[src/rtl/cmpirq_pkg.sv]
package cmpirq_pkg;

  localparam logic [1:0] ADDR_CTRL  = 2'd0;
  localparam logic [1:0] ADDR_FLAGS = 2'd1;
  localparam logic [1:0] ADDR_IE    = 2'd2;

  // Strobes from the decoder to the register datapath.
  typedef struct packed {
    logic ctrlAccess; // any read or write of the control/status register
    logic ctrlWrite;
    logic flagWrite;
    logic ieWrite;
  } regStrobe_t;

endpackage

[src/rtl/cmpirq_ctrl.sv]
module cmpirq_ctrl
  import cmpirq_pkg::*;
#(
  parameter int NUM_CH = 3,
  parameter int DATA_W = 8
) (
  input  logic [1:0]        regAddr,
  input  logic              regRd,
  input  logic              regWr,
  input  logic [NUM_CH-1:0] liveOut,
  input  logic [NUM_CH-1:0] chanEn,
  input  logic [NUM_CH-1:0] flags,
  input  logic [NUM_CH-1:0] ieMask,
  input  logic              periphEn,
  input  logic              globalEn,
  output regStrobe_t        strobe,
  output logic [DATA_W-1:0] rdData
);

  localparam int OUT_LSB = DATA_W - NUM_CH;

  always_comb begin
    strobe.ctrlAccess = (regAddr == ADDR_CTRL) && (regRd || regWr);
    strobe.ctrlWrite  = (regAddr == ADDR_CTRL) && regWr;
    strobe.flagWrite  = (regAddr == ADDR_FLAGS) && regWr;
    strobe.ieWrite    = (regAddr == ADDR_IE) && regWr;
  end

  always_comb begin
    rdData = '0;
    unique case (regAddr)
      ADDR_CTRL: begin
        rdData[DATA_W-1:OUT_LSB] = liveOut;
        rdData[NUM_CH-1:0]       = chanEn;
      end
      ADDR_FLAGS: rdData[NUM_CH-1:0] = flags;
      ADDR_IE: begin
        rdData[DATA_W-1]   = globalEn;
        rdData[DATA_W-2]   = periphEn;
        rdData[NUM_CH-1:0] = ieMask;
      end
      default: rdData = '0;
    endcase
  end

endmodule

[src/rtl/cmpirq_datapath.sv]
module cmpirq_datapath
  import cmpirq_pkg::*;
#(
  parameter int NUM_CH = 3,
  parameter int DATA_W = 8
) (
  input  logic              clk,
  input  logic              rst,
  input  logic [NUM_CH-1:0] cmpIn,
  input  regStrobe_t        strobe,
  input  logic [DATA_W-1:0] wrData,
  output logic [NUM_CH-1:0] liveOut,
  output logic [NUM_CH-1:0] chanEn,
  output logic [NUM_CH-1:0] flags,
  output logic [NUM_CH-1:0] ieMask,
  output logic              periphEn,
  output logic              globalEn,
  output logic              irq
);

  logic [NUM_CH-1:0] chanEnQ, snapQ, flagQ, ieQ, mismatch, flagD;
  logic              periphEnQ, globalEnQ, irqQ;
  logic              unusedWr;

  assign unusedWr = ^wrData;
  assign liveOut  = cmpIn & chanEnQ;
  assign mismatch = liveOut ^ snapQ;

  // Per-channel flag next state: the mismatch set wins over a software write.
  for (genvar ch = 0; ch < NUM_CH; ch++) begin : g_flag
    logic setEvt, baseVal;
    assign setEvt    = mismatch[ch] & ~strobe.ctrlAccess;
    assign baseVal   = strobe.flagWrite ? wrData[ch] : flagQ[ch];
    assign flagD[ch] = baseVal | setEvt;
  end

  always_ff @(posedge clk) begin
    if (rst) begin
      chanEnQ   <= '0;
      snapQ     <= '0;
      flagQ     <= '0;
      ieQ       <= '0;
      periphEnQ <= 1'b0;
      globalEnQ <= 1'b0;
      irqQ      <= 1'b0;
    end else begin
      flagQ <= flagD;
      if (strobe.ctrlAccess) snapQ   <= liveOut;
      if (strobe.ctrlWrite)  chanEnQ <= wrData[NUM_CH-1:0];
      if (strobe.ieWrite) begin
        ieQ       <= wrData[NUM_CH-1:0];
        periphEnQ <= wrData[DATA_W-2];
        globalEnQ <= wrData[DATA_W-1];
      end
      irqQ <= (|(flagQ & ieQ)) & periphEnQ & globalEnQ;
    end
  end

  assign chanEn   = chanEnQ;
  assign flags    = flagQ;
  assign ieMask   = ieQ;
  assign periphEn = periphEnQ;
  assign globalEn = globalEnQ;
  assign irq      = irqQ;

  assert_snap_recapture_R6: assert property (@(posedge clk) disable iff (rst)
    strobe.ctrlAccess |=> (snapQ == $past(liveOut)));

  assert_flag_on_mismatch_R4: assert property (@(posedge clk) disable iff (rst)
    (!strobe.ctrlAccess && mismatch != '0) |=> ((flagQ & $past(mismatch)) == $past(mismatch)));

  assert_mismatch_beats_clear_R9: assert property (@(posedge clk) disable iff (rst)
    (strobe.flagWrite && mismatch != '0) |=> ((flagQ & $past(mismatch)) == $past(mismatch)));

  assert_irq_gated_R10: assert property (@(posedge clk) disable iff (rst)
    irq |-> ($past(globalEnQ) && $past(periphEnQ) && ($past(flagQ & ieQ) != '0)));

  assert_quiet_flags_hold_R8: assert property (@(posedge clk) disable iff (rst)
    (!strobe.flagWrite && mismatch == '0) |=> (flagQ == $past(flagQ)));

endmodule

[src/rtl/cmp_change_irq.sv]
module cmp_change_irq
  import cmpirq_pkg::*;
#(
  parameter int NUM_CH = 3,
  parameter int DATA_W = 8
) (
  input  logic              clk,
  input  logic              rst,
  input  logic [NUM_CH-1:0] cmpIn,
  input  logic [1:0]        regAddr,
  input  logic              regRd,
  input  logic              regWr,
  input  logic [DATA_W-1:0] regWrData,
  output logic [DATA_W-1:0] regRdData,
  output logic              irq
);

  regStrobe_t        strobe;
  logic [NUM_CH-1:0] liveOut, chanEn, flags, ieMask;
  logic              periphEn, globalEn;

  cmpirq_ctrl #(.NUM_CH(NUM_CH), .DATA_W(DATA_W)) u_ctrl (
    .regAddr (regAddr),
    .regRd   (regRd),
    .regWr   (regWr),
    .liveOut (liveOut),
    .chanEn  (chanEn),
    .flags   (flags),
    .ieMask  (ieMask),
    .periphEn(periphEn),
    .globalEn(globalEn),
    .strobe  (strobe),
    .rdData  (regRdData)
  );

  cmpirq_datapath #(.NUM_CH(NUM_CH), .DATA_W(DATA_W)) u_dp (
    .clk     (clk),
    .rst     (rst),
    .cmpIn   (cmpIn),
    .strobe  (strobe),
    .wrData  (regWrData),
    .liveOut (liveOut),
    .chanEn  (chanEn),
    .flags   (flags),
    .ieMask  (ieMask),
    .periphEn(periphEn),
    .globalEn(globalEn),
    .irq     (irq)
  );

endmodule

[config.mk]
export PLATFORM = sky130hd
export DESIGN_NAME = cmp_change_irq
export DESIGN_NICKNAME = d
export VERILOG_FILES = /design/src/rtl/cmpirq_pkg.sv /design/src/rtl/cmpirq_ctrl.sv /design/src/rtl/cmpirq_datapath.sv /design/src/rtl/cmp_change_irq.sv
export SDC_FILE = /design/constraint.sdc
export NUM_CORES = 1
export LEC_CHECK = 0
export BUFFER_PORTS_ARGS = -buffer_cell sky130_fd_sc_hd__clkbuf_2
export CAP_MARGIN = 20
export CORE_MARGIN = 4
export CORE_UTILIZATION = 25
export DETAILED_ROUTE_END_ITERATION = 6
export PLACE_DENSITY = 0.48
export SLEW_MARGIN = 0
export SYNTH_ARGS = -nofsm -noshare
export SYNTH_HDL_FRONTEND = slang
export SYNTH_SLANG_ARGS = --single-unit
[constraint.sdc]
create_clock -name clk -period 1.4 [get_ports clk]
set_input_delay 0.21 -clock clk [delete_from_list [all_inputs] [get_ports clk]]
set_output_delay 0.21 -clock clk [all_outputs]
set_load 0.01 [all_outputs]
==> flow_summary.toml, run 1 <==
[yosys]
synth.distinct_cells = 26
synth_edf_count = 0
synthCells = 92
ys_seq_elements = 15
syn_avg_cell_area_um2 = 8.432
synth_top_area_share_pct = 38.71
synth_area_leaders = "dfxtp_1 39%, mux2i_1 12%, nand2_1 5.3%, o21ai_0 5.2%, nand3b_1 3.9%"
synth.top_cells.by_count = "15 x dfxtp_1, 11 x nand2_1, 9 x mux2i_1, 8 x nor2_1, 8 x o21ai_0"
synthFlopType = "dfxtp_1"
yosys_warnings = 0
ys_seq_area_share_pct = 38.71
synth_top_area_cell = "dfxtp_1"
yosysMostFrequentCell = "dfxtp_1"
syn_area_um2 = 775.7
async_flop_share_pct = 0

[pwr]
leakage_nw = 0.3933
p_per_area_nw_per_um2 = 863.7
p_sw_share_pct = 25.43
p_sw_uw = 203.9
clockPowerShare_pct = 30.4
p_int_uw = 597.9
ir_drop_v = 0.0004272
comb_power_share_pct = 13.5
seq_power_share_pct = 56.1

[cts]
ctsLongestPathBuffers = 2
cts_made_buffers = 3
root_buffer = "clkbuf_4"
clk_pin_slew_ns = 0.09
h-tree-depth = 1
cts_tree = "yes"
clock_sinks = 15
cts_setup_buffers = 0
clock_latency_ns = 0.28

[routing]
final_antenna_net_count = 0
drcViolationCount = 0
wl_um = 1848
dr.pass1.iters = 4
vias = 718
dr.first_iter.drc_count = 12
avgRoutedWirePerCell_um = 12.92
vias_per_cell = 5.021

[placed_design]
gp_congestion = 0.6986
portBuffers = 20
dp_hpwl_um = 1468

[critical_path]
crit_chain = "nand2_1, o21ai_1, and2b_1, clkbuf_2"
path_buf_inv = 1
cp-start-kind = "flop"
cp_slowest_cell = "dfxtp_2"
critPathTopFamily = "flip-flops"
cp.required_ns = 1.19
cp_max_fo = 3
slowest_delay_ns = 0.35
end_kind = "output pin"
cp.arrival_ns = 1.11
path_class = "reg -> out"

[job]
maxCapViolations = 0

[sta]
report.final.slew_viol_count = 0
period_minus_slack_ns = 1.318
fin_tns_setup_ns = 0
fin_hold_ws_ns = 0.1606
finClkSkew_ns = 0.002256
finalSetupViolations = 0
fin_crit_sh_pct = 94.12
fmax_ghz = 0.7589
grt_setup_unrepaired = "no"
finalHoldViolations = 0

[hold_path]
hp-class = "in -> reg"

[grt]
track_usage_pct = 9.580
grt_pass1_wl_um = 3180
antenna_found_initial = 0
grt_overflow = 0
grt_pass1_vias = 700
grt_max_degree = 17

[floorplan]
fp.dieW_um = 63.71
io_pins = 26
start_util_pct = 27.19
fp.dieH_um = 63.71
rows = 19
core-area_um2 = 2853
dieArea_um2 = 4058

[cells_and_area]
antennaDiodeCount = 0
fillers = 332
final_nets = 130
drive_gt1_share_pct = 26.79
synthToLayoutAreaGrowth_pct = 19.68

[outcome]
status = "completed"
-- worst register-to-register path: cells and delay by family (launching register included) --
family / cells / cell delay [ns]
flip-flops: 1 / 0.37
AND/OR/NAND/NOR: 2 / 0.46
AO/OA/AOI/OAI: 1 / 0.12
-- logic make-up (layout without fill, tap and decap cells) --
group | Yosys count | after routing | synth area share (%)
muxes | 9 | 9 | 11.61
AOI/OAI and AO/OA | 18 | 18 | 14.03
buffers and inverters | 8 | 27 | 6.127
and+or+nand+nor | 38 | 38 | 25.65
xor gates and xnor gates | 3 | 3 | 3.388
DFF | 15 | 15 | 38.71
other | 1 | 2 | 0.4834
-- cell usage in the layout (no fill, tap or decap), types with 4 or more instances in the layout --
master and n:
clkbuf_2 20, o21ai_0 5, nand3b_1 4, dfxtp_1 13
mux2i_1 9, a21oi_1 5, nand2_1 10, nor2_1 8
-- stage by stage --
stage / utilization, % / instance area (um^2) / std cells / power [mW] / setup WS, ns
finish: 32.54 / 928.4 / 143 / 0.8018 / 0.08237
global route: 32.54 / 928.4 / 143 / 0.8445 / 0.01841
CTS: 32.32 / 922.1 / 143 / 0.8121 / 0.002104
detailed placement: 31.32 / 893.4 / 139 / 0.5656 / 0.09296
global placement: 31.32 / 893.4 / 139 / 0.5651 / 0.1045
floorplan: - / 779.5 / 93 / 0.5279 / 0.2136
-- power by group through the flow --
stage	clock [mW]	sequential [mW]	combinational, mW
2_1_floorplan	0	0.456	0.0716
3_3_place_gp	0	0.459	0.106
3_5_place_dp	0	0.460	0.106
4_1_cts	0.255	0.450	0.107
5_1_grt	0.273	0.452	0.120
6_report	0.244	0.450	0.108
-- worst paths after layout --
| kind | start | end | slack, ns | cells after the start |
|---|---|---|---|---|
| worst max-delay path | u_dp.chanEn[1] | regRdData[6] | 0.08 | 4 |
| worst min-delay path | regWrData[7] | u_dp.globalEn | 0.16 | 3 |
| worst max register to register | u_dp.chanEn[0] | u_dp.snapQ[0] | 0.38 | 3 |
| worst min register to register | u_dp.periphEn | u_dp.irq | 0.47 | 2 |
-- sequential cells by signal, indices dropped and copies added, names as in the netlist --
signal,cells
u_dp.ieMask,3
u_dp.globalEn,1
u_dp.flags,3
u_dp.irq,1
u_dp.periphEn,1
u_dp.chanEn,3
u_dp.snapQ,3
-- area by class of cell --
class                           count  area [um^2]  share of cell area (%)
Multi-Input combinational cell     70        437.9                   47.17
Sequential cell                    15        302.8                   32.61
Timing Repair Buffer               23        122.6                   13.21
Tap cell                           31        38.79                   4.178
Clock buffer                        4        26.28                   2.830
-- what timing repair did --
action,in CTS,in global routing
hold buffers,0,0
gates cloned,0,0
endpoints found under the setup margin,1,3
gates resized for setup,1,6
-- metal layers --
metal  global-route usage [%]  up-vias  wire length, um
met5                        0        -                0
met4                    2.426        0                0
met3                    3.375        0              139
met2                    14.73       25              812
met1                    12.75      337              896
li1                         -      356                -
No activity file was read; power rests on OpenSTA's default activity.
==> run 2: changes to the inputs <==
- clock period: 1.4 -> 1.5 ns (I/O delays scaled with it)
==> flow_summary.toml, run 2 (same netlist as run 1, synthesis figures left out) <==
[sta]
fin_crit_sh_pct = 93.16
finalSetupViolations = 0
grt_setup_unrepaired = "no"
finClkSkew_ns = 0.005992
report.final.slew_viol_count = 0
fin_tns_setup_ns = 0
fmax_ghz = 0.7156
period_minus_slack_ns = 1.397
finalHoldViolations = 0

[routing]
vias_per_cell = 4.879
wl_um = 1783
drcViolationCount = 0
dr.pass1.iters = 4
dr.first_iter.drc_count = 10
avgRoutedWirePerCell_um = 12.65
vias = 688
final_antenna_net_count = 0

[cts]
h-tree-depth = 1
root_buffer = "clkbuf_4"
cts_made_buffers = 3
clock_latency_ns = 0.29
ctsLongestPathBuffers = 2
cts_tree = "yes"
clk_pin_slew_ns = 0.09
clock_sinks = 15
cts_setup_buffers = 0

[outcome]
status = "completed"

[floorplan]
io_pins = 26
core-area_um2 = 2853
fp.dieW_um = 63.71
start_util_pct = 27.19
rows = 19
fp.dieH_um = 63.71
dieArea_um2 = 4058

[cells_and_area]
antennaDiodeCount = 0
fillers = 311
utilization_pct = 31.71
regArea_um2 = 300.3
synthToLayoutAreaGrowth_pct = 16.61
instances_no_fill = 141
final_cell_mix = "20 x clkbuf_2, 15 x dfxtp_1, 11 x nand2_1, 9 x mux2i_1, 8 x nor2_1"
multi_input_area_um2 = 431.7
drive_gt1_share_pct = 21.82
layout_commonest_cell = "clkbuf_2"
final_nets = 128

[critical_path]
cp_max_fo = 3
cp.arrival_ns = 1.17
end_kind = "output pin"
cp.required_ns = 1.27
path_class = "reg -> out"
cp-start-kind = "flop"

[grt]
grt_max_degree = 20
grt_pass1_wl_um = 3077
antenna_found_initial = 0
grt_pass1_vias = 704
track_usage_pct = 9.576
grt_overflow = 0

[placed_design]
dp_hpwl_um = 1378
portBuffers = 20
gp_congestion = 0.7135
place_inst = 137

[job]
maxCapViolations = 0

[pwr]
leakage_nw = 0.3802
p_per_area_nw_per_um2 = 825.1
ir_drop_v = 0.0003563

[hold_path]
hp-class = "in -> reg"
[run 2: cell count changes in the layout (fill, tap and decap cells not counted), sizes merged]
cell,previous run,this run
buf,3,1
[run 2: cell type report]
cell class	count	area share, %
Multi-Input combinational cell	70	47.72
Timing Repair Buffer	21	11.89
Tap cell	31	4.288
Clock buffer	4	2.905
Sequential cell	15	33.20
[run 2: path summary, 6_finish.rpt]
kind | slack, ns | cells past startpoint | end | start
worst max register to register | 0.45 | 3 | u_dp.snapQ[2] | u_dp.chanEn[2]
worst min register to register | 0.47 | 2 | u_dp.globalEn | u_dp.globalEn
worst max-delay path | 0.10 | 4 | regRdData[6] | u_dp.chanEn[1]
worst min-delay path | 0.16 | 3 | u_dp.globalEn | regWrData[7]
[run 2: routing by layer]
layer	global-route usage, %	routed length [um]
met3	3.552	85
met4	4.582	25
met2	14.34	775
met1	12.10	896
met5	0	0
[run 2: worst max-delay path: stages (launching register included)]
cell	delay [ns]
dfxtp_1	0.36
nand2_1	0.11
o21ai_0	0.15
and2b_1	0.14
clkbuf_2	0.12
[run 2: power breakdown]
| group | leakage [nW] | internal [mW] | switching [mW] |
|---|---|---|---|
| Clock | 0.0150 | 0.103 | 0.129 |
| Sequential | 0.122 | 0.410 | 0.00932 |
| Combinational | 0.244 | 0.0408 | 0.0534 |
| Total | 0.380 | 0.554 | 0.192 |
[run 2: through the flow]
stage	worst slack, ns	hold WS, ns	total power, mW	cell area [um^2]
2_1_floorplan	0.2986	0.3689	0.4927	779.5
3_3_place_gp	0.1756	0.4646	0.5232	878.3
3_5_place_dp	0.1569	0.4635	0.5236	878.3
4_1_cts	0.07665	0.1599	0.7567	904.6
5_1_grt	0.02721	0.1820	0.7874	904.6
6_report	0.1025	0.1629	0.7464	904.6
[run 2: timing repair]
action | CTS | global route
gates resized for setup | 0 | 1
hold buffers | 0 | 0
endpoints found under the setup margin | 0 | 1
endpoints found under the hold margin | 0 | 0
==> run 3: changes to the inputs <==
- ABC_AREA: unset -> 1
==> flow_summary.toml, run 3 <==
[critical_path]
cp_slowest_cell = "dfxtp_1"
path_buf_inv = 1
slowest_delay_ns = 0.39
path_class = "reg -> out"
crit_chain = "nand2_1, o21ai_0, clkbuf_2"
critPathTopFamily = "flip-flops"
cp-start-kind = "flop"
end_kind = "output pin"
cp.arrival_ns = 1.11
cp_max_fo = 4
cp.required_ns = 1.27

[yosys]
synthCells = 130
syn_area_um2 = 785.8
synth_top_area_share_pct = 38.22
synth_top_area_cell = "dfxtp_1"
synthFlopType = "dfxtp_1"
async_flop_share_pct = 0
synth.distinct_cells = 13
ys_seq_area_share_pct = 38.22
syn_avg_cell_area_um2 = 6.044
ys_seq_elements = 15
synth_area_leaders = "dfxtp_1 38%, nand2_1 19%, nor2_1 13%, inv_1 8.1%, o21ai_0 6.4%"
yosysMostFrequentCell = "nand2_1"
synth_edf_count = 0
yosys_warnings = 0
synth.top_cells.by_count = "40 x nand2_1, 28 x nor2_1, 17 x inv_1, 15 x dfxtp_1, 10 x o21ai_0"

[cells_and_area]
regArea_um2 = 300.3
final_cell_mix = "40 x nand2_1, 28 x nor2_1, 20 x clkbuf_2, 17 x inv_1, 15 x dfxtp_1"
antennaDiodeCount = 0
fillers = 362
layout_commonest_cell = "nand2_1"
drive_gt1_share_pct = 16.45
multi_input_area_um2 = 406.6
synthToLayoutAreaGrowth_pct = 21.34
final_nets = 170

[floorplan]
fp.dieH_um = 64.06
rows = 20
io_pins = 26
fp.dieW_um = 64.06
start_util_pct = 25.95
dieArea_um2 = 4104
core-area_um2 = 3028

[sta]
fmax_ghz = 0.7481
fin_crit_sh_pct = 89.11
finClkSkew_ns = 0.001082
finalHoldViolations = 0
fin_tns_setup_ns = 0
period_minus_slack_ns = 1.337
report.final.slew_viol_count = 0
fin_hold_ws_ns = 0.1466
grt_setup_unrepaired = "no"
finalSetupViolations = 0

[cts]
cts_tree = "yes"
clock_sinks = 15
cts_setup_buffers = 0
clk_pin_slew_ns = 0.10
ctsLongestPathBuffers = 2
root_buffer = "clkbuf_4"
clock_latency_ns = 0.29
holdBufCountCts = 0
cts_made_buffers = 3
ctsResizeCount = 0
h-tree-depth = 1

[routing]
avgRoutedWirePerCell_um = 10.36
wl_um = 2030
dr.pass1.iters = 4
dr.first_iter.drc_count = 47
vias = 829
vias_per_cell = 4.230
drcViolationCount = 0
final_antenna_net_count = 0

[grt]
grt_pass1_wl_um = 3201
grt_pass1_vias = 738
grt_max_degree = 12
antenna_found_initial = 0
grt_overflow = 0
track_usage_pct = 10.15

[job]
maxCapViolations = 0

[placed_design]
portBuffers = 20
gp_congestion = 0.8365
dp_hpwl_um = 1659

[pwr]
leakage_nw = 0.4823
ir_drop_v = 0.0003981
p_per_area_nw_per_um2 = 848.5

[outcome]
status = "completed"

[hold_path]
hp-class = "in -> reg"
-- run 3: cell types whose count changed in the layout (fill, tap and decap cells not counted), moves of 3 or more --
cell and change:
and2b_1 -3, inv_1 +17, mux2i_1 -9, nand2_1 +29, nand2b_1 -3, nand3_1 +6
nand3b_1 -4, nor2_1 +20, o21ai_0 +3, o221ai_1 -3, or3_1 -3, xor2_1 -3
-- run 3: worst register-to-register path: stages (launching register included) --
cell and delay (ns):
dfxtp_1 0.40, nand2_1 0.09, nor2_1 0.14, nand2_1 0.07, a21oi_1 0.11
-- run 3: area by class of cell --
class                      count  share of cell area, %
sequential                    15                  31.50
timing repair buffer          20                  10.50
tap                           44                  5.774
inverter                      17                  6.693
clock inverter                 1                 0.5249
clock buffer                   3                  2.362
multi-input combinational     96                  42.65
-- run 3: routing by layer --
metal	vias up	wire length (um)	track usage, %
met5	-	0	0
met4	0	17	2.426
li1	444	-	-
met2	26	835	14.84
met3	2	205	4.921
met1	357	972	13.29
-- run 3: cells by family (layout without fill, tap and decap cells) --
logic type      count (synthesis)  after routing  share of synthesized area (%)
other cells                     1              2                         0.4772
compound gates                 15             15                          10.19
buf+inv                        20             41                          10.51
flops                          15             15                          38.22
simple gates                   79             79                          40.60
-- run 3: per-stage QoR --
step                      cells  util (%)  area (um^2)  worst slack [ns]  total power, mW
after detailed placement    192     30.58        925.9            0.2273           0.5719
final                       196     31.49        953.4            0.1633           0.8090
after global placement      192     30.58        925.9            0.2393           0.5719
after global routing        196     31.49        953.4           0.07527           0.8451
after floorplan             131         -        789.5            0.5296           0.5229
after CTS                   196     31.49        953.4            0.1493           0.8143
-- run 3: worst paths after layout --
| path | startpoint | endpoint | slack [ns] | depth (start not counted) |
|---|---|---|---|---|
| setup / recovery | u_dp.chanEn[1] | regRdData[6] | 0.16 | 3 |
| hold / removal | rst | u_dp.snapQ[0] | 0.15 | 2 |
| setup reg to reg | u_dp.chanEn[0] | u_dp.snapQ[0] | 0.64 | 4 |
| hold reg to reg | u_dp.periphEn | u_dp.irq | 0.49 | 2 |
-- run 3: power by group --
part	switching (mW)	internal (mW)	total, mW	leakage [nW]
Combinational	0.0799	0.0468	0.127	0.342
Sequential	0.0159	0.420	0.436	0.123
Clock	0.147	0.0994	0.247	0.0177
